File: src/rtl/imask_pkg.sv
package imask_pkg;
  // Register indices decoded by the core's control-register instructions
  localparam int unsigned IDX_STATUS  = 0;
  localparam int unsigned IDX_ENABLE  = 3;
  localparam int unsigned IDX_PENDING = 4;
  // Global interrupt enable position inside the status word
  localparam int unsigned GIE_BIT     = 0;
endpackage

File: src/rtl/imask_sync.sv
module imask_sync #(
  parameter int unsigned WIDTH = 32
) (
  input  logic             clk,
  input  logic             rst_n,
  input  logic [WIDTH-1:0] async_in,
  output logic [WIDTH-1:0] sync_out
);
  logic [WIDTH-1:0] stage1_q;
  logic [WIDTH-1:0] stage2_q;

  always_ff @(posedge clk or negedge rst_n) begin
    if (!rst_n) begin
      stage1_q <= '0;
      stage2_q <= '0;
    end else begin
      stage1_q <= async_in;
      stage2_q <= stage1_q;
    end
  end

  assign sync_out = stage2_q;
endmodule

File: src/rtl/imask_cregs.sv
module imask_cregs
  import imask_pkg::*;
#(
  parameter int unsigned DATA_W = 32,
  parameter int unsigned IDX_W  = 5,
  parameter int unsigned N_IRQ  = 32
) (
  input  logic              clk,
  input  logic              rst_n,
  input  logic              wr_en,
  input  logic [IDX_W-1:0]  wr_idx,
  input  logic [DATA_W-1:0] wr_data,
  input  logic              rd_en,
  input  logic [IDX_W-1:0]  rd_idx,
  input  logic [IDX_W-1:0]  rd_dest,
  input  logic [N_IRQ-1:0]  masked,
  output logic              gie,
  output logic [N_IRQ-1:0]  enable,
  output logic              wb_valid,
  output logic [IDX_W-1:0]  wb_dest,
  output logic [DATA_W-1:0] wb_data
);
  localparam int unsigned NREG = 1 << IDX_W;

  logic [DATA_W-1:0] view [NREG];

  for (genvar g = 0; g < NREG; g++) begin : g_reg
    if (g == IDX_PENDING) begin : g_pend
      // Computed view only, nothing stored, writes have no target
      assign view[g] = DATA_W'(masked);
    end else begin : g_store
      logic              ld;
      logic [DATA_W-1:0] q;
      assign ld = wr_en && (wr_idx == IDX_W'(g));
      always_ff @(posedge clk or negedge rst_n) begin
        if (!rst_n)  q <= '0;
        else if (ld) q <= wr_data;
      end
      assign view[g] = q;
    end
  end

  assign gie    = view[IDX_STATUS][GIE_BIT];
  assign enable = view[IDX_ENABLE][N_IRQ-1:0];

  // Read stage: next-state then registers
  logic              wb_valid_d;
  logic [DATA_W-1:0] wb_data_d;

  always_comb begin
    wb_valid_d = rd_en && (rd_dest != '0);
    wb_data_d  = view[rd_idx];
  end

  always_ff @(posedge clk or negedge rst_n) begin
    if (!rst_n) begin
      wb_valid <= 1'b0;
      wb_dest  <= '0;
      wb_data  <= '0;
    end else begin
      wb_valid <= wb_valid_d;
      if (rd_en) begin
        wb_dest <= rd_dest;
        wb_data <= wb_data_d;
      end
    end
  end
endmodule

File: src/rtl/imask_req.sv
module imask_req #(
  parameter int unsigned N_IRQ = 32
) (
  input  logic             clk,
  input  logic             rst_n,
  input  logic [N_IRQ-1:0] lines_sync,
  input  logic [N_IRQ-1:0] enable,
  input  logic             gie,
  output logic [N_IRQ-1:0] masked,
  output logic             irq_req
);
  logic req_d;

  always_comb begin
    masked = lines_sync & enable;
    req_d  = gie && (|masked);
  end

  always_ff @(posedge clk or negedge rst_n) begin
    if (!rst_n) irq_req <= 1'b0;
    else        irq_req <= req_d;
  end
endmodule

File: src/rtl/irq_mask_ctrl.sv
module irq_mask_ctrl #(
  parameter int unsigned DATA_W = 32,
  parameter int unsigned IDX_W  = 5,
  parameter int unsigned N_IRQ  = 32
) (
  input  logic              clk,
  input  logic              rst_n,
  input  logic [N_IRQ-1:0]  irq_lines,
  input  logic              cr_wr_en,
  input  logic [IDX_W-1:0]  cr_wr_idx,
  input  logic [DATA_W-1:0] cr_wr_data,
  input  logic              cr_rd_en,
  input  logic [IDX_W-1:0]  cr_rd_idx,
  input  logic [IDX_W-1:0]  cr_rd_dest,
  output logic              wb_valid,
  output logic [IDX_W-1:0]  wb_dest,
  output logic [DATA_W-1:0] wb_data,
  output logic              irq_req
);
  logic [N_IRQ-1:0] lines_sync;
  logic [N_IRQ-1:0] masked;
  logic [N_IRQ-1:0] enable;
  logic             gie;

  imask_sync #(.WIDTH(N_IRQ)) u_sync (
    .clk      (clk),
    .rst_n    (rst_n),
    .async_in (irq_lines),
    .sync_out (lines_sync)
  );

  imask_cregs #(.DATA_W(DATA_W), .IDX_W(IDX_W), .N_IRQ(N_IRQ)) u_cregs (
    .clk      (clk),
    .rst_n    (rst_n),
    .wr_en    (cr_wr_en),
    .wr_idx   (cr_wr_idx),
    .wr_data  (cr_wr_data),
    .rd_en    (cr_rd_en),
    .rd_idx   (cr_rd_idx),
    .rd_dest  (cr_rd_dest),
    .masked   (masked),
    .gie      (gie),
    .enable   (enable),
    .wb_valid (wb_valid),
    .wb_dest  (wb_dest),
    .wb_data  (wb_data)
  );

  imask_req #(.N_IRQ(N_IRQ)) u_req (
    .clk        (clk),
    .rst_n      (rst_n),
    .lines_sync (lines_sync),
    .enable     (enable),
    .gie        (gie),
    .masked     (masked),
    .irq_req    (irq_req)
  );
endmodule

File: config.mk
export PLATFORM = sky130hd
export DESIGN_NAME = irq_mask_ctrl
export DESIGN_NICKNAME = d
export VERILOG_FILES = /design/src/rtl/imask_pkg.sv /design/src/rtl/imask_sync.sv /design/src/rtl/imask_cregs.sv /design/src/rtl/imask_req.sv /design/src/rtl/irq_mask_ctrl.sv
export SDC_FILE = /design/constraint.sdc
export NUM_CORES = 1
export LEC_CHECK = 0
export CAP_MARGIN = 0
export CORE_MARGIN = 4
export CORE_UTILIZATION = 62
export CTS_CLUSTER_SIZE = 10
export DETAILED_ROUTE_END_ITERATION = 8
export HOLD_SLACK_MARGIN = 0.1
export PLACE_DENSITY_LB_ADDON = 0.15
export SLEW_MARGIN = 5
export SYNTH_ARGS = -nofsm -noshare
export SYNTH_HDL_FRONTEND = slang
export SYNTH_HIERARCHICAL = 1
export SYNTH_SLANG_ARGS = --single-unit
export TNS_END_PERCENT = 1
File: constraint.sdc
create_clock -name clk -period 2.25 [get_ports clk]
set_input_delay 0.225 -clock clk [delete_from_list [all_inputs] [get_ports clk]]
set_output_delay 0.225 -clock clk [all_outputs]
set_load 0.02 [all_outputs]
---- Word level (Yosys, flattened, before mapping) ----
Index checks and enable logic that the tools add are counted.
storage, ports and cells
  logic and storage cells ................. 109
  bits of input ports ..................... 83
  output and inout bits ................... 39
  register bits after elaboration ......... 1,095
cells by class
  mux-type cells .......................... 3
  equality and inequality tests ........... 30
  reductions and logical operators ........ 36
  magnitude comparators ................... 1
  bitwise logic cells ..................... 2
operators by type and width
  kind                                                       number
  binary-select mux 32 bit (select 5 bit)                    1
  equality test 5 bit (second input constant)                16
  2-to-1 mux 32 bit                                          2
  equality test 5 x 4 -> 1 bit (second input constant)       8
  logical AND 1 bit                                          33
  AND 32 bit                                                 1
  OR reduction 32 bit                                        1
  equality test 5 x 3 -> 1 bit (second input constant)       3
  equality test 5 x 2 -> 1 bit (second input constant)       2
  greater-or-equal comparator 6 bit (second input constant)  1
  NOT 5 -> 6 bit                                             1
  equality test 5 x 1 -> 1 bit (second input constant)       1
  logical NOT 5 bit                                          1
  nonzero test 5 bit                                         1

---- Logic depth before layout (Yosys ltp) ----
  depth in word-level cells ............... 4
  gate-level depth with buffers ........... 8
  gate-level depth less buffers ........... 6

---- Cells and area by module ----
The synthesis kept the hierarchy.
modules (own cells, without submodules)
  module       cells an instance  instances  area an instance (µm²)  sequential area each (µm²)
  imask_cregs  3,372              1          47,204.0                25,774.7
  imask_sync   64                 1          1,601.5                 1,601.5
  imask_req    46                 1          324.1                   25.0

---- Worst setup path after synthesis ----
Ideal clock, no wire load.
  path kind ............................... register to register
  start ................................... reg u_cregs.g_reg[3].g_store.q[24] (netlist: u_cregs/enable[24])
  end ..................................... reg u_req.irq_req
  clock period less this slack ............ 1,932 ps
  cell stages (with the launch flop) ...... 5
  library setup time ...................... 129 ps
  data arrival time ....................... 1,803 ps
  required time ........................... 2,121 ps
  path slack .............................. 318 ps
  buffers on the path ..................... 0
  cells stage by stage .................... dfrtp_1 > and2_4 > or4_1 > or4_1 > o41a_1
on the way
  longest elaborated chain between the ends .. 3
ends and longest elaborated chain
  what                      line                 RTL
  start: declaration        imask_cregs.sv:33    logic [DATA_W-1:0] q;
  start signal: assignment  imask_cregs.sv:37    else if (ld) q <= wr_data;
  AND 32 bit                imask_req.sv:15      masked = lines_sync & enable;
  named net masked[24]      irq_mask_ctrl.sv:21  logic [N_IRQ-1:0] masked;
  OR reduction 32 bit       imask_req.sv:16      req_d = gie && (|masked);
  logical AND 1 bit         imask_req.sv:16
  named net u_req.req_d     imask_req.sv:12      logic req_d;
  end signal: assignment    imask_req.sv:21      else irq_req <= req_d;
  end: declaration          imask_req.sv:10      output logic irq_req
The timed path passes the listed nets, and every way through them passes these cells.
A chain may end at the register's enable or synchronous reset.

---- Worst setup path after layout ----
  start ................................... reg u_cregs.g_reg[3].g_store.q[5] (netlist: u_cregs/enable[5])
  end ..................................... reg u_req.irq_req
Same word-level chain as after synthesis.

==> qor.csv <==
metric,value,unit
cell_types_occupying_the_most_area_after_synthesis,"sky130_fd_sc_hd__dfrtp_1 56%, sky130_fd_sc_hd__mux2_2 23%, sky130_fd_sc_hd__mux2i_1 10%, sky130_fd_sc_hd__a22oi_1 3.9%, sky130_fd_sc_hd__a21oi_1 1.3%",
grt_antenna_before_repair,2,
syn2layout_area_growth,17.0,%
detailroute.via_count,31100,
edff_count_synth,0,
cp_num_cells,4,
insertion_delay,0.67,ns
numClockSinks,1095,
num-fill-cells,4935,
post_synth.cell_area_avg,14.1,sq um
number_of_nets_in_the_layout,3826,
outcome,finished clean,
root_buffer,sky130_fd_sc_hd__clkbuf_16,
finalCritPeriodShare,97.4,%
leakage_power,26.9,nW
grt_remaining_overflow,0,
ioPinCount,122,
synth.ff_latch_count,1095,
fin_crit,2.19,ns
timing.final.hold_violations,0,
ys_warn_count,6,
initial_core_util,63.0,%
grt_usage,33.0,%
timing.critical_path.required,2.79,ns
fp.dieArea,83800,sq um
drv_cap,0,
numCtsBuffers,120,
grt_pass1_vias,33500,
layout.cell_area.non_filler,57500,sq um
clkSlewWorstSetupHoldPaths,0.06,ns
multi_input_comb_area,20300,sq um
post-cts-setup-buffer-count,0,
synth_sequential_area_ratio,55.8,%
power.density_cell_area,884,nW/um^2
maxSlewHeadroom,26.1,%
syn_nets,3565,
syn_inst,3482,
row_count,102,
post_route_cells_drive_above_1_share,39.5,%
synthTopCellsByCount,"1095 x sky130_fd_sc_hd__dfrtp_1, 992 x sky130_fd_sc_hd__mux2_2, 512 x sky130_fd_sc_hd__mux2i_1, 256 x sky130_fd_sc_hd__a22oi_1, 154 x sky130_fd_sc_hd__clkbuf_1",
grt_first_pass_wirelength,207,mm
detailedRoute.firstIterationViolations,2592,
critPathSlowestCell,sky130_fd_sc_hd__or4_1,
fin_setup_tns,0,ns
finClkSkew,0.0166,ns
layoutNonFillerInstCount,4799,
place.detailed.hpwl,85.8,mm
cell_chain_of_the_critical_path,"and2_1, or4_1, or4_4, o41a_1",
critical-path-max-stage-delay,0.58,ns
min_path_type,in -> async,
postRouteAntennaNets,0,
yosys.cell_types.count,32,
synth_largest_type_area_fraction,55.8,%
via_per_inst,6.47,
placed_cells_incl_taps,4628,
share_of_async_settable_or_async_resettable_flops_after_synthesis,100,%
drv_slew,0,
grt_max_degree,89,
critical_path_buf_inv_count,0,
syn_area,49100,sq um
ff_latch_area,27400,sq um
die-width,290,um
synth.largest_area_cell,sky130_fd_sc_hd__dfrtp_1,
critPathKind,reg -> reg,
worst-path-max-fanout,2,
worstPathArrival,2.73,ns
report.final.setup_viol,0,
vdd.ir_drop.worst,0.000669,V
cpLargestDelayFamily,simple AND/OR/NAND/NOR gates,
die_height,290,um
cts-root-to-sink-buffers,3,
post-route-drc-count,0,
total_iterations_of_the_first_detailed_routing_run,5,
timing.critical_path.from_type,register,
tritoncts,yes,
placedInstanceArea,54000,sq um
gpl.final_weighted_congestion,0.841,
placeableCoreArea,78000,sq um
grt_setup_unrepaired,no,
highest_achievable_clock_rate,456,MHz
reg2reg_depth,4,
max_slew.worst_pin.slew,1.10,ns
wirelength,137,mm
routed_wire_length_per_instance,28.4,um
endpoint_type_of_the_worst_setup_path,register,
yosys.cell_count.top_type,sky130_fd_sc_hd__dfrtp_1,
htree_levels,3,
predominant_post_synthesis_flop_cell,sky130_fd_sc_hd__dfrtp_1,
buffer_ports.inserted,121,
-- layout make-up --
cell class | instances | share of cell area [%]
timing repair buffer | 467 | 9.30
clock buffer | 132 | 5.41
antenna | 2 | 0.00870
multi-input combinational | 2059 | 35.3
clock inverter | 4 | 0.0674
sequential | 1095 | 47.7
tap | 1040 | 2.26
-- metal layers --
layer	up-vias	part of all wire, %	GRT usage, %
met1	16400	42	45.4
met4	0	4.2	13.0
met3	331	7.1	6.90
met2	1127	47	52.1
met5	-	0	0
li1	13200	-	-
-- registers in the layout, indices dropped and copies added (netlist names) --
name,count
u_cregs/wb_valid,1
u_cregs/g.g_store.q,960
u_sync/sync_out,32
u_cregs/wb_data,32
u_sync/stage1_q,32
u_req/irq_req,1
u_cregs/enable,32
u_cregs/wb_dest,5
-- power breakdown --
group	total (W)	internal, W	leakage (nW)	switching [W]
Combinational	0.00871	0.00482	11.4	0.00389
Clock	0.0168	0.00955	1.55	0.00722
Sequential	0.0254	0.0234	13.9	0.00198
Total	0.0508	0.0377	26.9	0.0131
-- logic make-up after synthesis --
family                 count (synthesis)  share of synthesized area, %
AOI/OAI and AO/OA                    386                          5.25
and+or+nand+nor                      132                          1.65
muxes                               1541                          34.0
DFF                                 1095                          55.8
buffers and inverters                328                          3.31
-- what timing repair did --
item	4_1_cts	5_1_grt
gates resized for setup	0	2
endpoints found under the setup margin	0	1
hold buffers	33	0
hold endpoints to repair	363	0
-- through the flow --
step | total power, W | util, % | worst slack (ns) | hold WS [ns]
2_1_floorplan | 0.0308 | - | 0.318 | -0.0706
3_3_place_gp | 0.0334 | 69.3 | -0.222 | 0.230
3_5_place_dp | 0.0342 | 69.3 | -0.288 | 0.237
4_1_cts | 0.0511 | 73.7 | 0.00373 | 0.130
5_1_grt | 0.0530 | 73.7 | 0.0178 | 0.131
6_report | 0.0508 | 73.7 | 0.0587 | 0.128
-- layout by cell type (no fill, tap or decap), types with 3 or more instances in the layout --
master	instances
sky130_fd_sc_hd__nor2b_4	4
sky130_fd_sc_hd__a22oi_1	256
sky130_fd_sc_hd__nor4_1	32
sky130_fd_sc_hd__clkbuf_16	122
sky130_fd_sc_hd__dlygate4sd3_1	33
sky130_fd_sc_hd__or2_2	5
sky130_fd_sc_hd__dfrtp_1	1095
sky130_fd_sc_hd__or3_2	3
sky130_fd_sc_hd__or4_1	7
sky130_fd_sc_hd__buf_12	116
sky130_fd_sc_hd__nand2b_1	3
sky130_fd_sc_hd__a21oi_1	128
sky130_fd_sc_hd__mux2_2	992
sky130_fd_sc_hd__mux2i_1	512
sky130_fd_sc_hd__nand2_2	12
sky130_fd_sc_hd__buf_4	197
sky130_fd_sc_hd__clkdlybuf4s50_1	118
sky130_fd_sc_hd__and2_1	31
sky130_fd_sc_hd__mux2_1	37
sky130_fd_sc_hd__clkbuf_1	8
sky130_fd_sc_hd__nor2_4	13
-- final timing paths --
path	from	to	slack (ns)
min in group clk	cr_rd_en	u_cregs/wb_valid	0.16
worst max-delay path	u_cregs/enable[5]	u_req/irq_req	0.06
max in group asynchronous	rst_n	u_cregs/g_reg[31].g_store.q[14]	1.12
worst max register to register	u_cregs/enable[5]	u_req/irq_req	0.06
worst min-delay path	rst_n	u_cregs/g_reg[12].g_store.q[9]	0.13
worst min register to register	u_sync/stage1_q[23]	u_sync/sync_out[23]	0.35
(Power assumes the default switching activity.)
